$ cat config.mk
export PLATFORM = sky130hd
export DESIGN_NAME = legacy_region_router
export DESIGN_NICKNAME = d
export VERILOG_FILES = /design/src/rtl/lrr_pkg.sv /design/src/rtl/lrr_cfg_regs.sv /design/src/rtl/lrr_seg_lookup.sv /design/src/rtl/lrr_route_decide.sv /design/src/rtl/legacy_region_router.sv
export SDC_FILE = /design/constraint.sdc
export NUM_CORES = 1
export LEC_CHECK = 0
export BUFFER_PORTS_ARGS = -buffer_cell sky130_fd_sc_hd__buf_2
export CORE_ASPECT_RATIO = 0.75
export CORE_MARGIN = 2
export CORE_UTILIZATION = 43
export CTS_CLUSTER_DIAMETER = 150
export DETAILED_ROUTE_END_ITERATION = 10
export PLACE_DENSITY = 0.73
export RECOVER_POWER = 100
export SYNTH_ARGS = -nofsm -noshare
export SYNTH_HDL_FRONTEND = slang
export SYNTH_SLANG_ARGS = --single-unit
$ cat constraint.sdc
create_clock -name clk -period 1.65 [get_ports clk]
set_clock_uncertainty 0.1 [all_clocks]
set_input_delay 0.33 -clock clk [delete_from_list [all_inputs] [get_ports clk]]
set_output_delay 0.33 -clock clk [all_outputs]
set_load 0.02 [all_outputs]
$ cat src/rtl/lrr_pkg.sv
package lrr_pkg;
  typedef enum logic [1:0] {
    RT_DRAM   = 2'd0,
    RT_HUB    = 2'd1,
    RT_IGNORE = 2'd2
  } route_t;

  typedef enum logic {
    SRC_HOST = 1'b0,
    SRC_IO   = 1'b1
  } src_t;

  localparam int ATTR_W   = 2;   // bit0 read enable, bit1 write enable
  localparam int NSMALL   = 12;  // 16 KB segments
  localparam int NSEG     = NSMALL + 1;
  localparam int NPAIR    = NSMALL / 2;
  localparam int NREG     = NPAIR + 2;
endpackage

$ cat src/rtl/lrr_cfg_regs.sv
module lrr_cfg_regs
  import lrr_pkg::*;
#(
  parameter int             CFG_AW   = 8,
  parameter logic [7:0]     BASE_OFS = 8'h58
) (
  input  logic                         clk,
  input  logic                         rst_n,
  input  logic                         cfg_wr,
  input  logic [CFG_AW-1:0]            cfg_addr,
  input  logic [7:0]                   cfg_wdata,
  output logic [7:0]                   cfg_rdata,
  output logic                         hole_en,
  output logic [NSEG-1:0][ATTR_W-1:0]  attr
);
  localparam logic [CFG_AW-1:0] BASE = CFG_AW'(BASE_OFS);

  logic [CFG_AW-1:0]            offs;
  logic                         in_range;
  logic                         hole_q;
  logic [NSEG-1:0][ATTR_W-1:0]  attr_q;

  assign offs     = cfg_addr - BASE;
  assign in_range = (cfg_addr >= BASE) && (offs < CFG_AW'(NREG));

  always_ff @(posedge clk) begin
    if (!rst_n) begin
      hole_q <= 1'b0;
      attr_q <= '0;
    end else if (cfg_wr && in_range) begin
      if (offs == CFG_AW'(0)) hole_q <= cfg_wdata[7];
      if (offs == CFG_AW'(1)) attr_q[NSMALL] <= cfg_wdata[5:4];
      for (int k = 0; k < NPAIR; k++) begin
        if (offs == CFG_AW'(k + 2)) begin
          attr_q[2*k]   <= cfg_wdata[1:0];
          attr_q[2*k+1] <= cfg_wdata[5:4];
        end
      end
    end
  end

  always_comb begin
    cfg_rdata = 8'h00;
    if (in_range) begin
      if (offs == CFG_AW'(0)) cfg_rdata = {hole_q, 7'b0};
      if (offs == CFG_AW'(1)) cfg_rdata = {2'b00, attr_q[NSMALL], 4'h0};
      for (int k = 0; k < NPAIR; k++) begin
        if (offs == CFG_AW'(k + 2))
          cfg_rdata = {2'b00, attr_q[2*k+1], 2'b00, attr_q[2*k]};
      end
    end
  end

  assign hole_en = hole_q;
  assign attr    = attr_q;

  // a write to the hole register lands its bit 7 in the enable
  p_hole_store_r2: assert property (@(posedge clk) disable iff (!rst_n)
    (cfg_wr && cfg_addr == BASE) |=> (hole_en == $past(cfg_wdata[7])));

  // stray offsets leave every register untouched
  p_stray_write_r11: assert property (@(posedge clk) disable iff (!rst_n)
    (cfg_wr && !in_range) |=> ($stable(hole_en) && $stable(attr)));
endmodule

$ cat src/rtl/lrr_seg_lookup.sv
module lrr_seg_lookup
  import lrr_pkg::*;
#(
  parameter int              ADDR_W     = 32,
  parameter logic [31:0]     SEG_BASE   = 32'h000C_0000,
  parameter int              SMALL_LOG2 = 14,
  parameter logic [31:0]     TOP_BASE   = 32'h000F_0000,
  parameter int              TOP_LOG2   = 16,
  parameter logic [31:0]     HOLE_BASE  = 32'h00F0_0000,
  parameter int              HOLE_LOG2  = 20
) (
  input  logic [ADDR_W-1:0]  addr,
  output logic [NSEG-1:0]    seg_hit,
  output logic               hole_hit
);
  localparam int SW = ADDR_W - SMALL_LOG2;
  localparam int TW = ADDR_W - TOP_LOG2;
  localparam int HW = ADDR_W - HOLE_LOG2;
  localparam logic [SW-1:0] SMALL_TAG0 = SW'(SEG_BASE >> SMALL_LOG2);
  localparam logic [TW-1:0] TOP_TAG    = TW'(TOP_BASE >> TOP_LOG2);
  localparam logic [HW-1:0] HOLE_TAG   = HW'(HOLE_BASE >> HOLE_LOG2);

  for (genvar i = 0; i < NSMALL; i++) begin : g_small
    assign seg_hit[i] = (addr[ADDR_W-1:SMALL_LOG2] == SMALL_TAG0 + SW'(i));
  end
  assign seg_hit[NSMALL] = (addr[ADDR_W-1:TOP_LOG2] == TOP_TAG);
  assign hole_hit        = (addr[ADDR_W-1:HOLE_LOG2] == HOLE_TAG);

  // an address selects at most one segment and never both a segment and the hole
  always_comb begin
    p_seg_onehot_r4: assert ($onehot0(seg_hit));
    p_seg_hole_apart_r8: assert (!(hole_hit && (|seg_hit)));
  end
endmodule

$ cat src/rtl/lrr_route_decide.sv
module lrr_route_decide
  import lrr_pkg::*;
(
  input  logic                         clk,
  input  logic                         rst_n,
  input  logic                         req_valid,
  input  logic                         req_wr,
  input  src_t                         req_src,
  input  logic [NSEG-1:0]              seg_hit,
  input  logic                         hole_hit,
  input  logic                         hole_en,
  input  logic [NSEG-1:0][ATTR_W-1:0]  attr,
  output logic                         out_valid,
  output route_t                       out_route
);
  logic [ATTR_W-1:0] sel_attr;
  logic              dir_en;
  route_t            route_d;

  always_comb begin
    sel_attr = '0;
    for (int i = 0; i < NSEG; i++)
      if (seg_hit[i]) sel_attr = sel_attr | attr[i];
  end

  assign dir_en = req_wr ? sel_attr[1] : sel_attr[0];

  always_comb begin
    route_d = RT_DRAM;
    if (hole_en && hole_hit)
      route_d = (req_src == SRC_IO) ? RT_IGNORE : RT_HUB;
    else if (|seg_hit)
      route_d = dir_en ? RT_DRAM : RT_HUB;
  end

  always_ff @(posedge clk) begin
    if (!rst_n) begin
      out_valid <= 1'b0;
      out_route <= RT_DRAM;
    end else begin
      out_valid <= req_valid;
      if (req_valid) out_route <= route_d;
    end
  end

  // I/O-side cycles into an enabled hole are dropped
  p_io_hole_drop_r7: assert property (@(posedge clk) disable iff (!rst_n)
    (req_valid && hole_en && hole_hit && req_src == SRC_IO) |=> (out_route == RT_IGNORE));

  // host cycles into an enabled hole go to the hub
  p_host_hole_hub_r6: assert property (@(posedge clk) disable iff (!rst_n)
    (req_valid && hole_en && hole_hit && req_src == SRC_HOST) |=> (out_route == RT_HUB));

  // no segment and no enabled hole means main memory
  p_unclaimed_dram_r9: assert property (@(posedge clk) disable iff (!rst_n)
    (req_valid && !(|seg_hit) && !(hole_en && hole_hit)) |=> (out_route == RT_DRAM));

  // result strobe trails request strobe by exactly one cycle
  p_strobe_follow_r10: assert property (@(posedge clk) disable iff (!rst_n)
    req_valid |=> out_valid);
  p_strobe_quiet_r10: assert property (@(posedge clk) disable iff (!rst_n)
    !req_valid |=> !out_valid);
  p_code_legal_r10: assert property (@(posedge clk) disable iff (!rst_n)
    out_valid |-> (out_route != 2'd3));
endmodule

$ cat src/rtl/legacy_region_router.sv
module legacy_region_router
  import lrr_pkg::*;
#(
  parameter int ADDR_W = 32
) (
  input  logic              clk,
  input  logic              rst_n,
  input  logic              cfg_wr,
  input  logic [7:0]        cfg_addr,
  input  logic [7:0]        cfg_wdata,
  output logic [7:0]        cfg_rdata,
  input  logic              req_valid,
  input  logic [ADDR_W-1:0] req_addr,
  input  logic              req_wr,
  input  logic              req_io,
  output logic              out_valid,
  output logic [1:0]        out_route
);
  logic                        hole_en;
  logic [NSEG-1:0][ATTR_W-1:0] attr;
  logic [NSEG-1:0]             seg_hit;
  logic                        hole_hit;
  route_t                      route_q;
  src_t                        src;

  assign src = src_t'(req_io);

  lrr_cfg_regs #(.CFG_AW(8), .BASE_OFS(8'h58)) u_cfg (
    .clk(clk), .rst_n(rst_n), .cfg_wr(cfg_wr), .cfg_addr(cfg_addr),
    .cfg_wdata(cfg_wdata), .cfg_rdata(cfg_rdata), .hole_en(hole_en), .attr(attr)
  );

  lrr_seg_lookup #(.ADDR_W(ADDR_W)) u_lookup (
    .addr(req_addr), .seg_hit(seg_hit), .hole_hit(hole_hit)
  );

  lrr_route_decide u_decide (
    .clk(clk), .rst_n(rst_n), .req_valid(req_valid), .req_wr(req_wr),
    .req_src(src), .seg_hit(seg_hit), .hole_hit(hole_hit), .hole_en(hole_en),
    .attr(attr), .out_valid(out_valid), .out_route(route_q)
  );

  assign out_route = route_q;
endmodule

Word level (Yosys, flattened, before mapping)
Cells that the tools add are included.
{"block": "word_totals", "latchBits": 0, "ff_bits": 30, "ram_bits": 0, "n_memories": 0, "romBits": 0, "word_cells": 92, "out_inout_bits": 11, "inputBits": 54}
{"block": "classes", "n_mux": 27, "div": 0, "bitwise": 12, "multipliers": 0, "order_cmp": 2, "reduce_logical": 13, "n_addsub": 1, "n_eq_ne": 21, "shifts": 0}
{"cell": "equality test 18 x 6 -> 1 bit (second input constant)", "n": 12}
{"cell": "two-way mux 8 bit", "n": 9}
{"cell": "equality test 8 x 3 -> 1 bit (second input constant)", "n": 4}
{"cell": "two-way mux 2 bit", "n": 16}
{"cell": "bitwise OR 2 bit", "n": 12}
{"cell": "equality test 16 x 4 -> 1 bit (second input constant)", "n": 1}
{"cell": "equality test 8 x 2 -> 1 bit (second input constant)", "n": 2}
{"cell": "AND reduction 2 bit", "n": 8}
{"cell": "OR reduction 13 bit", "n": 1}
{"cell": "equality test 12 x 4 -> 1 bit (second input constant)", "n": 1}
{"cell": "equality test 8 x 1 -> 1 bit (second input constant)", "n": 1}
{"cell": ">= comparator 8 x 7 -> 1 bit (second input constant)", "n": 1}
{"cell": "logical NOT 8 bit", "n": 1}
{"cell": "< comparator 8 x 4 -> 1 bit (second input constant)", "n": 1}
{"cell": "subtractor 8 x 7 -> 8 bit (second input constant)", "n": 1}
{"cell": "logical AND 1 bit", "n": 3}
{"cell": "two-way mux 1 bit", "n": 2}

Longest topological paths before layout
{"block": "logic_depth", "word_depth": 30, "ltp_mapped": 6, "mapped_depth_nobuf": 6}

Cells and area by module
A second synthesis with hierarchy kept.
{"block": "hier_totals", "cells_unflattened": 249, "area_unflattened_um2": 2245.9}
{"module": "lrr_cfg_regs", "n_inst": 1, "cells_each": 181, "area_per_inst_um2": 1705.4}
{"module": "lrr_route_decide", "n_inst": 1, "cells_each": 36, "area_per_inst_um2": 294.0}
{"module": "lrr_seg_lookup", "n_inst": 1, "cells_each": 32, "area_per_inst_um2": 246.5}

Worst setup path before layout
OpenSTA, ideal clock, no wires.
{"block": "synth_timing", "kind": "input-to-output", "start": "in cfg_addr[3]", "end": "out cfg_rdata[5]", "stages": 5, "slack_ps": -412, "arrival_time_ps": 1632, "path_cell_list": "ha_1 nor2b_1 a32o_2 nand3b_1 nor3b_1"}
{"block": "synth_via", "elab_chain_len": 10, "elab_cells_between_ends": 19}
{"item": "start: declaration", "line_no": "legacy_region_router.sv:9", "rtl": "input logic [7:0] cfg_addr,"}
{"item": "subtractor 8 x 7 -> 8 bit", "line_no": "lrr_cfg_regs.sv:23", "rtl": "assign offs = cfg_addr - BASE;"}
{"item": "equality test 8 x 1 -> 1 bit", "line_no": "lrr_cfg_regs.sv:46", "rtl": "if (offs == CFG_AW'(1)) cfg_rdata = {2'b00, attr_q[NSMALL], 4'h0};"}
{"item": "two-way mux 8 bit", "line_no": "lrr_cfg_regs.sv:46"}
{"item": "two-way mux 8 bit (6 in series)", "line_no": "lrr_cfg_regs.sv:48", "rtl": "if (offs == CFG_AW'(k + 2))"}
{"item": "two-way mux 8 bit (*)", "line_no": "lrr_cfg_regs.sv:44", "rtl": "if (in_range) begin"}
{"item": "end: declaration", "line_no": "legacy_region_router.sv:11", "rtl": "output logic [7:0] cfg_rdata,"}
Mark *: on every way between the ends. The rest lies on a longest branch, timed or not.

Worst setup path in the final report
{"block": "layout_timing", "start": "in cfg_addr[3]", "end": "out cfg_rdata[1]"}
The elaborated chain is that of the path after synthesis.

==> results_dict.tcl <==
set metrics [dict create \
    status "finished, violations left" \
    violations "setup timing" \
    maxCapViolCount 0 \
    io_pins 65 \
    cts_buffers 5 \
    syn-mean-instance-area_um2 9.30 \
    rsz0062_at_grt "true" \
    endpoint_kind "primary output" \
    seqPwrFrac 0.444 \
    cts_tree "yes" \
    syn_inst 203 \
    min_period_over_period 1.25 \
    hpwl_um 4170 \
    pwr_density_cell_nw_per_um2 607 \
    synth_flop_cell "dfxtp_1" \
    fin_nets 339 \
    async_flop_share 0 \
    antenna_found_initial 0 \
    r2r_cells 5 \
    cts_sinks 30 \
    die_h_um 61.4 \
    synth-seq-area-share 0.318 \
    power.leakage_nw 1.22 \
    fmax_mhz 483 \
    place_congestion 0.897 \
    finalHoldViolCount 0 \
    pre_cts_ws_ns -0.472 \
    clock_path_buffers 2 \
    finalCriticalPeriod_ns 2.07 \
    start_util 0.457 \
    crit_type "in2out" \
    finalSetupViolations 14 \
    hp-class "in2reg" \
    fin_hold_ws_ns 0.198 \
    firstDrtPassIters 4 \
    path_clk_slew_ns 0.07 \
    vias_per_cell 5.44 \
    dieWidth_um 80.5 \
    vdd_drop_max_v 0.000488 \
    critPathLaunchType "input pin" \
    hold_depth 3 \
    routed_wl_um 5590 \
    internal_power_mw 1.20 \
    grt_max_degree 24 \
    clk_latency_ns 0.28 \
    cp.arrival_ns 1.64 \
    yosysUniqueCellTypes 49 \
    dr.first_iter.drc_count 98 \
    worstPathRequired_ns 1.22 \
    yosys-top-cells-area "dfxtp_1 (32%), mux2i_1 (15%), mux4_2 (9.5%), nand2_1 (8.3%), mux2_2 (2.4%)" \
    final_area_um2 2700 \
    grt_pass1_wl_um 8560 \
    mostFrequentLayoutCell "nand2_1" \
    io_buffer_count 44 \
    p_clk_frac 0.374 \
    drc 0 \
    routedWlPerCell_um 16.4 \
    root_buffer "clkbuf_8" \
    power.share.switching 0.265 \
    diodes 0 \
    overflow 0 \
    synth-seq-cells 30 \
    layout_common_cells "nand2_1 (41), buf_4 (37), buf_2 (34), dfxtp_1 (30), mux2i_1 (29)" \
    setup_slack_ns -0.420 \
    place_area_um2 2450 \
    synth_warnings 0 \
    rows 20 \
    pwr-share-comb 0.182 \
    die_area_um2 4940 \
    grt_pass1_vias 1766 \
    drive_gt1_frac 0.432 \
    vias 1849 \
    drt.antenna.violating_nets 0 \
    path_max_fanout 6 \
    yosysTopAreaCell "dfxtp_1" \
    grt_util_all_layers 0.234 \
    synth_area_um2 1890 \
    htree_levels 2 \
    synth-edff-count 0 \
    synth_top_cell_area_share 0.318 \
    p_switching_mw 0.433 \
    syn_to_final_growth_pct 42.7 \
    final-max-slew-violation-count 0 \
    core_area_um2 4130 \
]
## logic make-up after synthesis
kind of cell / Yosys count / synth area share
DFF: 30 / 0.318
buffers and inverters: 13 / 0.0364
adders and majority gates: 1 / 0.00663
and+or+nand+nor: 93 / 0.270
other: 1 / 0.00199
AOI/OAI and AO/OA: 24 / 0.0941
muxes: 41 / 0.273
## sequential cells by signal, indices dropped and copies added, names as in the netlist
signal,cells
u_cfg.attr,26
u_decide.out_route,2
u_cfg.hole_en,1
u_decide.out_valid,1
## per-layer routing
| layer | GRT usage | part of all wire |
|---|---|---|
| met5 | 0 | 0 |
| met3 | 0.0616 | 0.079 |
| met2 | 0.369 | 0.45 |
| met1 | 0.315 | 0.46 |
| met4 | 0.0896 | 0.0091 |
## power by group through the flow
stage | clock (mW) | combinational, mW | sequential (mW)
final | 0.612 | 0.297 | 0.727
after global routing | 0.650 | 0.318 | 0.726
after CTS | 0.613 | 0.273 | 0.727
after detailed placement | 0 | 0.263 | 0.743
after global placement | 0 | 0.257 | 0.743
after floorplan | 0 | 0.123 | 0.744
## path summary, 6_finish.rpt
check,startpoint,endpoint,slack [ns]
worst max-delay path,cfg_addr[3],cfg_rdata[1],-0.42
worst min-delay path,req_wr,u_decide.out_route[0],0.20
worst max register to register,u_cfg.attr[7],u_decide.out_route[0],0.12
worst min register to register,u_cfg.attr[1],u_cfg.attr[1],0.38
## per-stage QoR
stage | power [mW] | utilization | setup TNS (ns) | cells
6_report | 1.64 | 0.653 | -2.94 | 340
5_1_grt | 1.69 | 0.653 | -3.62 | 340
3_5_place_dp | 1.01 | 0.593 | -9.35 | 328
3_3_place_gp | 0.999 | 0.593 | -7.43 | 328
4_1_cts | 1.61 | 0.629 | -1.64 | 338
2_1_floorplan | 0.868 | - | -0.967 | 205
## critical path, stage by stage
cell,delay [ns]
buf_12,0.11
ha_4,0.15
and4bb_2,0.31
a21o_1,0.13
nand3b_1,0.10
buf_6,0.15
nor2_1,0.18
buf_4,0.17
## timing repair
item | in CTS | in global routing
endpoints found under the setup margin | 18 | 29
buffers inserted | 2 | 3
resized for setup | 14 | 17
hold buffers | 0 | 0
pin swaps | 5 | 9
## cell type report
class                   count  area (um2)
repair buffers             84         582
clock inverters             1        5.00
multi-input cells         162        1350
fillers                   341        1430
inverters                   1        3.75
well taps                  55        68.8
clock buffers               7        86.3
flip-flops and latches     30         601
## synth_stat cells (2+ instances only)
library cell  instances
and3_1                4
a22oi_1               2
a32oi_1               2
nor2_1                7
buf_4                 3
nand2b_1              4
mux4_2                8
nor3b_2               2
nor3_1                4
o21ai_0               2
nor2b_1               6
a21o_1                2
nor3b_1               2
nand4_1               2
dfxtp_1              30
clkbuf_1              7
mux2i_1              29
mux2_2                4
nor4_1                3
a211oi_1              2
nand3_1               6
nand2_1              42
a21oi_1               4
No activity file was read; power rests on OpenSTA's default activity.
